==> src/rtl/sseq_pkg.sv <==
package sseq_pkg;

  typedef enum logic [2:0] {
    ST_HOLD,
    ST_WAIT_FALL,
    ST_WAIT_RISE,
    ST_WC_A,
    ST_WC_B,
    ST_WC_C,
    ST_CAL,
    ST_RUN
  } sseq_state_e;

endpackage

==> src/rtl/sseq_rst_sync.sv <==
module sseq_rst_sync #(
  parameter int STAGES = 2
) (
  input  logic clk,
  input  logic arst_n,
  output logic srst_n
);

  logic [STAGES-1:0] chain;

  always_ff @(posedge clk or negedge arst_n) begin
    if (!arst_n) chain <= '0;
    else         chain <= {chain[STAGES-2:0], 1'b1};
  end

  assign srst_n = chain[STAGES-1];

  // synchronous release only ever follows a high reset input
  assert_release_sync_R2: assert property (@(posedge clk) disable iff (!arst_n)
    $rose(srst_n) |-> $past(arst_n));

endmodule

==> src/rtl/sseq_pin_sampler.sv <==
module sseq_pin_sampler #(
  parameter int WIDTH = 2,
  parameter int SYNC  = 2
) (
  input  logic             clk,
  input  logic [WIDTH-1:0] pin_i,
  output logic [WIDTH-1:0] level_o,
  output logic [WIDTH-1:0] rise_o,
  output logic [WIDTH-1:0] fall_o
);

  logic [SYNC-1:0][WIDTH-1:0] pipe;
  logic [WIDTH-1:0]           prev;

  always_ff @(posedge clk) begin
    pipe <= {pipe[SYNC-2:0], pin_i};
    prev <= pipe[SYNC-1];
  end

  assign level_o = pipe[SYNC-1];
  assign rise_o  = level_o & ~prev;
  assign fall_o  = ~level_o & prev;

endmodule

==> src/rtl/sseq_cal_timer.sv <==
module sseq_cal_timer #(
  parameter int PERIODS = 8192
) (
  input  logic clk,
  input  logic rst_n,
  input  logic run_i,
  input  logic tick_i,
  output logic done_o
);

  localparam int CW = $clog2(PERIODS + 1);

  logic [CW-1:0] cnt;

  assign done_o = (cnt == CW'(PERIODS));

  always_ff @(posedge clk or negedge rst_n) begin
    if (!rst_n)                cnt <= '0;
    else if (!run_i)           cnt <= '0;
    else if (tick_i && !done_o) cnt <= cnt + CW'(1);
  end

  // count never passes the terminal value
  assert_cnt_bound_R7: assert property (@(posedge clk) disable iff (!rst_n)
    cnt <= CW'(PERIODS));

  // count moves only on a frame-clock tick while running
  assert_cnt_tick_R7: assert property (@(posedge clk) disable iff (!rst_n)
    (run_i && !tick_i) |=> $stable(cnt) || !$past(run_i) || cnt == '0);

endmodule

==> src/rtl/startup_sequencer.sv <==
module startup_sequencer
  import sseq_pkg::*;
#(
  parameter int CAL_PERIODS = 8192,
  parameter int SYNC_STAGES = 2
) (
  input  logic clk,
  input  logic rst_n,
  input  logic slave_sel,
  input  logic wclk_sel,
  input  logic lrck,
  input  logic wclk,
  output logic path_rst_n,
  output logic cal_busy,
  output logic out_enable
);

  localparam int PINS  = 2;
  localparam int P_LR  = 0;
  localparam int P_WC  = 1;

  logic            srst_n;
  logic [PINS-1:0] lvl, rise, fall;
  logic            lrck_lvl, wclk_lvl, lrck_rise, lrck_fall;
  logic            cal_done;
  sseq_state_e     state;

  sseq_rst_sync #(.STAGES(SYNC_STAGES)) i_rst_sync (
    .clk    (clk),
    .arst_n (rst_n),
    .srst_n (srst_n)
  );

  sseq_pin_sampler #(.WIDTH(PINS), .SYNC(SYNC_STAGES)) i_sampler (
    .clk     (clk),
    .pin_i   ({wclk, lrck}),
    .level_o (lvl),
    .rise_o  (rise),
    .fall_o  (fall)
  );

  assign lrck_lvl  = lvl[P_LR];
  assign wclk_lvl  = lvl[P_WC];
  assign lrck_rise = rise[P_LR];
  assign lrck_fall = fall[P_LR];

  sseq_cal_timer #(.PERIODS(CAL_PERIODS)) i_cal_timer (
    .clk    (clk),
    .rst_n  (srst_n),
    .run_i  (state == ST_CAL),
    .tick_i (lrck_rise),
    .done_o (cal_done)
  );

  always_ff @(posedge clk or negedge srst_n) begin
    if (!srst_n) begin
      state <= ST_HOLD;
    end else begin
      unique case (state)
        ST_HOLD: begin
          if (wclk_sel)       state <= ST_WC_A;
          else if (slave_sel) state <= ST_WAIT_FALL;
          else                state <= ST_CAL;
        end
        ST_WAIT_FALL: if (lrck_fall) state <= ST_WAIT_RISE;
        ST_WAIT_RISE: if (lrck_rise) state <= ST_CAL;
        ST_WC_A:      if (wclk_lvl && lrck_lvl)  state <= ST_WC_B;
        ST_WC_B:      if (wclk_lvl && !lrck_lvl) state <= ST_WC_C;
        ST_WC_C:      if (wclk_lvl && lrck_lvl)  state <= ST_CAL;
        ST_CAL:       if (cal_done) state <= ST_RUN;
        ST_RUN:       state <= ST_RUN;
        default:      state <= ST_HOLD;
      endcase
    end
  end

  assign path_rst_n = (state == ST_CAL) || (state == ST_RUN);
  assign cal_busy   = (state == ST_CAL);
  assign out_enable = (state == ST_RUN);

  // everything quiet while the reset input is low
  assert_reset_quiet_R1: assert property (@(posedge clk)
    !rst_n |-> (!path_rst_n && !cal_busy && !out_enable));

  // follower mode leaves reset only on a sampled frame-clock rise
  assert_slave_gate_R4: assert property (@(posedge clk) disable iff (!srst_n)
    ($rose(path_rst_n) && slave_sel && !wclk_sel) |-> $past(lrck_rise));

  // word-gated mode leaves reset only with both clocks high
  assert_wc_gate_R6: assert property (@(posedge clk) disable iff (!srst_n)
    ($rose(path_rst_n) && wclk_sel) |-> $past(wclk_lvl && lrck_lvl));

  // calibration ends only into the enabled state, after the timer finishes
  assert_cal_exit_R7: assert property (@(posedge clk) disable iff (!srst_n)
    $fell(cal_busy) |-> (out_enable && $past(cal_done)));

  // enable is permanent until reset
  assert_run_holds_R8: assert property (@(posedge clk) disable iff (!srst_n)
    out_enable |=> (out_enable && !cal_busy));

endmodule

==> config.mk <==
export PLATFORM = sky130hd
export DESIGN_NAME = startup_sequencer
export DESIGN_NICKNAME = d
export VERILOG_FILES = /design/src/rtl/sseq_pkg.sv /design/src/rtl/sseq_rst_sync.sv /design/src/rtl/sseq_pin_sampler.sv /design/src/rtl/sseq_cal_timer.sv /design/src/rtl/startup_sequencer.sv
export SDC_FILE = /design/constraint.sdc
export NUM_CORES = 1
export LEC_CHECK = 0
export BUFFER_PORTS_ARGS = -buffer_cell sky130_fd_sc_hd__buf_2
export CAP_MARGIN = 40
export CELL_PAD_IN_SITES_DETAIL_PLACEMENT = 1
export CELL_PAD_IN_SITES_GLOBAL_PLACEMENT = 1
export CORE_MARGIN = 2
export CORE_UTILIZATION = 40
export CTS_CLUSTER_DIAMETER = 100
export DETAILED_ROUTE_END_ITERATION = 8
export GPL_TIMING_DRIVEN = 0
export PLACE_DENSITY_LB_ADDON = 0.1
export SYNTH_ARGS = -nofsm -noshare
export SYNTH_HDL_FRONTEND = slang
export SYNTH_SLANG_ARGS = --single-unit
==> constraint.sdc <==
create_clock -name clk -period 1.1 [get_ports clk]
set_input_delay 0.22 -clock clk [delete_from_list [all_inputs] [get_ports clk]]
set_output_delay 0.22 -clock clk [all_outputs]
set_load 0.005 [all_outputs]
* Word-level counts from Yosys, hierarchy flattened *
Index checks and enable logic that the tools add are counted.

word-level totals
  bits in registers = 24
  output and inout port bits = 3
  logic and storage cells = 45
  bits of input ports = 6

operators by class
  add/sub/neg operators = 1
  bitwise gates (word level) = 4
  reduce and logical (&&, ||, !) cells = 8
  eq/ne operators = 15
  multiplexer cells = 11

operator list
  operator                                                          count
  14-bit 2-to-1 mux                                                 2
  3-bit 2-to-1 mux                                                  8
  3-bit case mux with 8 select lines                                1
  14-bit by 1-bit adder with 14-bit output (second input constant)  1
  14-bit == test (second input constant)                            1
  3-bit == test (second input constant)                             4
  2-bit != test (second input constant)                             6
  3-bit by 2-bit == test with 1-bit output (second input constant)  2
  6-bit AND reduction                                               1
  3-bit by 1-bit == test with 1-bit output (second input constant)  1
  1-bit logical AND                                                 3
  3-bit zero test                                                   1
  1-bit bitwise AND                                                 2
  1-bit zero test                                                   2
  2-bit by 1-bit != test with 1-bit output (second input constant)  1
  1-bit inverter                                                    2
  1-bit logical OR                                                  1

* Logic depth before layout (Yosys ltp) *
  word-level depth = 5
  depth in mapped cells = 7
  mapped depth without buffers = 6

* Hierarchy *
From an unflattened synthesis, not the netlist that was laid out.

unflattened totals
  cell total of the unflattened synthesis = 130
  area total of the unflattened synthesis = 1327.5 um2

modules (own cells, without submodules)
  module             area each (um2)  times used  cells an instance
  sseq_cal_timer     832.0            1           83
  startup_sequencer  271.5            1           32
  sseq_pin_sampler   170.2            1           12
  sseq_rst_sync      53.8             1           3

* Worst setup path after synthesis *
No wires, ideal clock.

  path kind = reg2reg
  from = reg i_cal_timer.cnt[0]
  to = reg i_cal_timer.cnt[3]
  clock period less this slack = 1.694 ns
  slack = -0.594 ns
  buffers on the path = 1
  data required time = 1.022 ns
  stages on the path, launching flop included = 8
  data arrival time = 1.615 ns
  library setup time = 0.078 ns
  path through = dfrtp_1 > inv_1 > ha_1 > nor3b_1 > and4_1 > buf_2 > or4_1 > a21oi_1

between the ends
  longest elaborated chain between the ends = 4
  elaborated cells on any way between the ends = 7
  those cells by class = add/sub (1); eq/ne (2); mux (2); reduce/logical (2)

ends and longest elaborated chain
  element                                                                           line                  source
  start, declared                                                                   sseq_cal_timer.sv:13  logic [CW-1:0] cnt;
  start signal, assigned                                                            sseq_cal_timer.sv:20  else if (tick_i && !done_o) cnt <= cnt + CW'(1);
  branches (longest 4 deep; another with 14-bit by 1-bit adder with 14-bit output)  -

Several ways; the timed one is not identified. The select of a mux whose other input is x is not followed.
A chain may end at the register's enable or synchronous reset.

* Worst setup path after layout *
  from = reg i_cal_timer.cnt[5]
  to = reg state[2]

between the ends
  longest elaborated chain between the ends = 3

ends and longest elaborated chain
  element                        line                     source
  14-bit == test                 sseq_cal_timer.sv:15     assign done_o = (cnt == CW'(PERIODS));
  2-bit != test (no line)        -
  6-bit AND reduction (no line)  -
  end signal, assigned           startup_sequencer.sv:57  state <= ST_HOLD;
  end signal, assigned           startup_sequencer.sv:61  if (wclk_sel) state <= ST_WC_A;
  end signal, assigned           startup_sequencer.sv:62  else if (slave_sel) state <= ST_WAIT_FALL;
  end, declared                  startup_sequencer.sv:26  sseq_state_e state;

Every way passes these cells.

==> out/metrics.yaml <==
outcome:
  status: "finished with violations"
  violations: "negative setup slack"
sta:
  period_share: 1.504
  rsz0062_at_grt: "true"
  max_slew_margin: 0.4776
  finalHoldViolCount: 0
  clock-skew-final_ps: 11.09
  finalCriticalPeriod_ps: 1655
  finalWorstSetupSlack_ps: -554.8
  report.final.slew_viol_count: 0
  worst_slew_pin_slew_ps: 783.6
  setup_viol: 20
  fmax_mhz: 604.3
routing:
  drt_iter0_markers: 47
  wirelength_um: 4267
  viasPerCell: 5.684
  routedWlPerCell_um: 21.77
  drc: 0
  num_vias: 1114
  ant_nets: 0
  drt_pass1_iterations: 4
clocking:
  clk_latency_ps: 330
  htree_levels: 1
  numCtsBuffers: 3
  clockBufferDepth: 2
  cts-root-buf: "clkbuf_4"
  clkSinkCount: 24
  clk_pin_slew_ps: 160
  cts_tree: "yes"
worst_setup_path:
  cp-start-kind: "flip-flop"
  path_max_fanout: 5
  critPathArrivalTime_ps: 1870
  worstSetupEndpointType: "flip-flop"
  crit_buf_inv: 0
  slowest_delay_ps: 460
  crit_family: "simple AND/OR/NAND/NOR gates"
  cp_cell_sequence: "nor4_2, and4_4, o22ai_2, o31ai_1"
  crit_required_ps: 1320
  criticalPathCategory: "flip-flop to flip-flop"
  cpMaxStageDelayCell: "dfrtp_1"
finish:
  fill_cells: 292
  area_growth_pct: 58.55
  final_area_um2: 1857
  n_antenna_cell: 0
  drive_above_1_share: 0.5636
  fin_nets: 174
  mostFrequentLayoutCell: "buf_4"
  final_cell_mix: "buf_4 (22), dfrtp_1 (13), buf_6 (12)"
power:
  vdd_ir_drop_max_mv: 1.004
  p_sw_frac: 0.2121
  power_mw: 1.627
  leakagePower_nw: 0.7649
  p_int_mw: 1.282
  p_per_area_nw_per_um2: 876.2
  p_sw_mw: 0.3452
  share_comb_of_total_power: 0.024
  seqPwrFrac: 0.563
  clkPwrFrac: 0.414
yosys:
  synth_cells: 121
  yosysTopAreaCell: "dfrtp_1"
  seq_area_frac_synth: 0.4915
  synth_edf_count: 0
  synth.distinct_cells: 40
  synth_nets: 129
  synth-seq-cells: 24
  async_flop_share: 0.7917
  syn_area_um2: 1171
  ys.flop_type: "dfrtp_1"
  synth_area_leaders: "dfrtp_1 (41%), dfxtp_1 (8.5%), xor2_1 (4.5%)"
  yosysTopAreaCellShare: 0.4060
  ys_warn_count: 0
  avgSynthCellArea_um2: 9.679
global_route:
  antenna_found_initial: 0
  grt_pass1_vias: 1216
  grt_most_used_layer: "met2"
  grtUsageMet3: 0.03125
  grt_use_total: 0.2267
  grt_util_met1: 0.2786
  grt_max_degree: 18
  grt-ovfl-total: 0
  grtUsageMet2: 0.3994
  grt_pass1_wl_um: 5754
die:
  die_w_um: 58.11
  coreArea_um2: 2758
  core.rowCount: 19
  io_pins: 9
  fp.dieH_um: 58.11
  die_area_um2: 3377
  start_util: 0.4247
placed_design:
  dp_hpwl_um: 1924
  dpl_cell_area_um2: 1315
  port_buffers: 8
  gp_congestion: 0.7107
hold_path:
  hold_class: "primary input to async pin"
flow_run:
  drv_cap: 0
==> worst paths after layout <==
| kind | slack [ps] | start | depth (start not counted) | endpoint |
|---|---|---|---|---|
| min in group clk | 310 | wclk_sel | 4 | state[2] |
| max | -550 | i_cal_timer.cnt[5] | 4 | state[2] |
| max in group asynchronous | 220 | i_rst_sync.chain[1] | 0 | state[0] |
| min reg2reg | 330 | i_rst_sync.chain[1] | 0 | i_cal_timer.cnt[7] |
| max reg2reg | -550 | i_cal_timer.cnt[5] | 4 | state[2] |
| min | 190 | rst_n | 2 | i_rst_sync.chain[1] |
==> logic make-up after synthesis <==
family	synth area share
other	0.003202
XOR/XNOR	0.04487
adder cells (fa/ha/maj)	0.02136
flip-flops	0.4915
AO/OA/AOI/OAI	0.1314
buffers and inverters	0.04060
AND/OR/NAND/NOR	0.2671
==> power by group through the flow <==
stage / Sequential [mW] / Combinational, mW / Clock (mW)
4_1_cts: 0.915 / 0.0321 / 0.660
6_report: 0.916 / 0.0384 / 0.673
5_1_grt: 0.920 / 0.0425 / 0.718
2_1_floorplan: 0.924 / 0.0104 / 0
3_5_place_dp: 0.931 / 0.0237 / 0
3_3_place_gp: 0.930 / 0.0224 / 0
==> worst reg2reg max path: stages (launching register included) <==
cell and delay [ps]:
dfrtp_1 460, nor4_2 380, and4_4 330, o22ai_2 110, o31ai_1 260
==> per-layer routing <==
layer | wire, um | up-vias
met3 | 82 | 4
met1 | 1917 | 581
met5 | 0 | -
met2 | 2215 | 14
li1 | - | 515
met4 | 53 | 0
==> repair_timing <==
action | CTS | global route
pin swaps | 13 | 16
hold buffers | 3 | 0
resized for setup | 35 | 30
buffers inserted | 23 | 8
hold endpoints to repair | 4 | 0
cloned | 1 | 0
endpoints found under the setup margin | 20 | 20
==> state kept, by name, indices dropped and copies added, names as in the netlist <==
signal,count
i_sampler.level_o,2
i_sampler.prev,1
i_sampler.pipe,2
i_cal_timer.cnt,14
i_rst_sync.chain,2
state,3
==> cell usage after synthesis, drive strengths merged, types with 3 or more instances <==
cell and instances:
dfrtp 19, nor2 10, a21oi 9, nand3 7, inv 6, nand2 6
xor2 6, dfxtp 5, o21ai 5, o31ai 5, nor2b 4, and4 3
buf 3, nand2b 3, nand4 3, or4 3
==> through the flow <==
| stage | util | hold WS [ps] | setup TNS [ps] | setup WS, ps | instances |
|---|---|---|---|---|---|
| global placement | 0.4769 | 4.712 | -5003 | -536.2 | 160 |
| finish | 0.6733 | 185.3 | -7034 | -554.8 | 196 |
| floorplan | - | -75.59 | -3333 | -445.2 | 121 |
| global route | 0.6733 | 166.2 | -8171 | -642.2 | 196 |
| detailed placement | 0.4769 | 7.285 | -5765 | -621.0 | 160 |
| CTS | 0.6166 | 189.9 | -6484 | -460.4 | 189 |
==> area by class of cell <==
class | count | area [um^2] | area share
Buffer | 3 | 47.55 | 0.02561
Clock inverter | 1 | 30.03 | 0.01617
Clock buffer | 3 | 22.52 | 0.01213
Tap cell | 31 | 38.79 | 0.02089
Multi-Input combinational cell | 86 | 755.7 | 0.4070
Sequential cell | 24 | 586.8 | 0.3160
Timing Repair Buffer | 42 | 352.8 | 0.1900
Inverter | 6 | 22.52 | 0.01213
(Power assumes the default switching activity.)
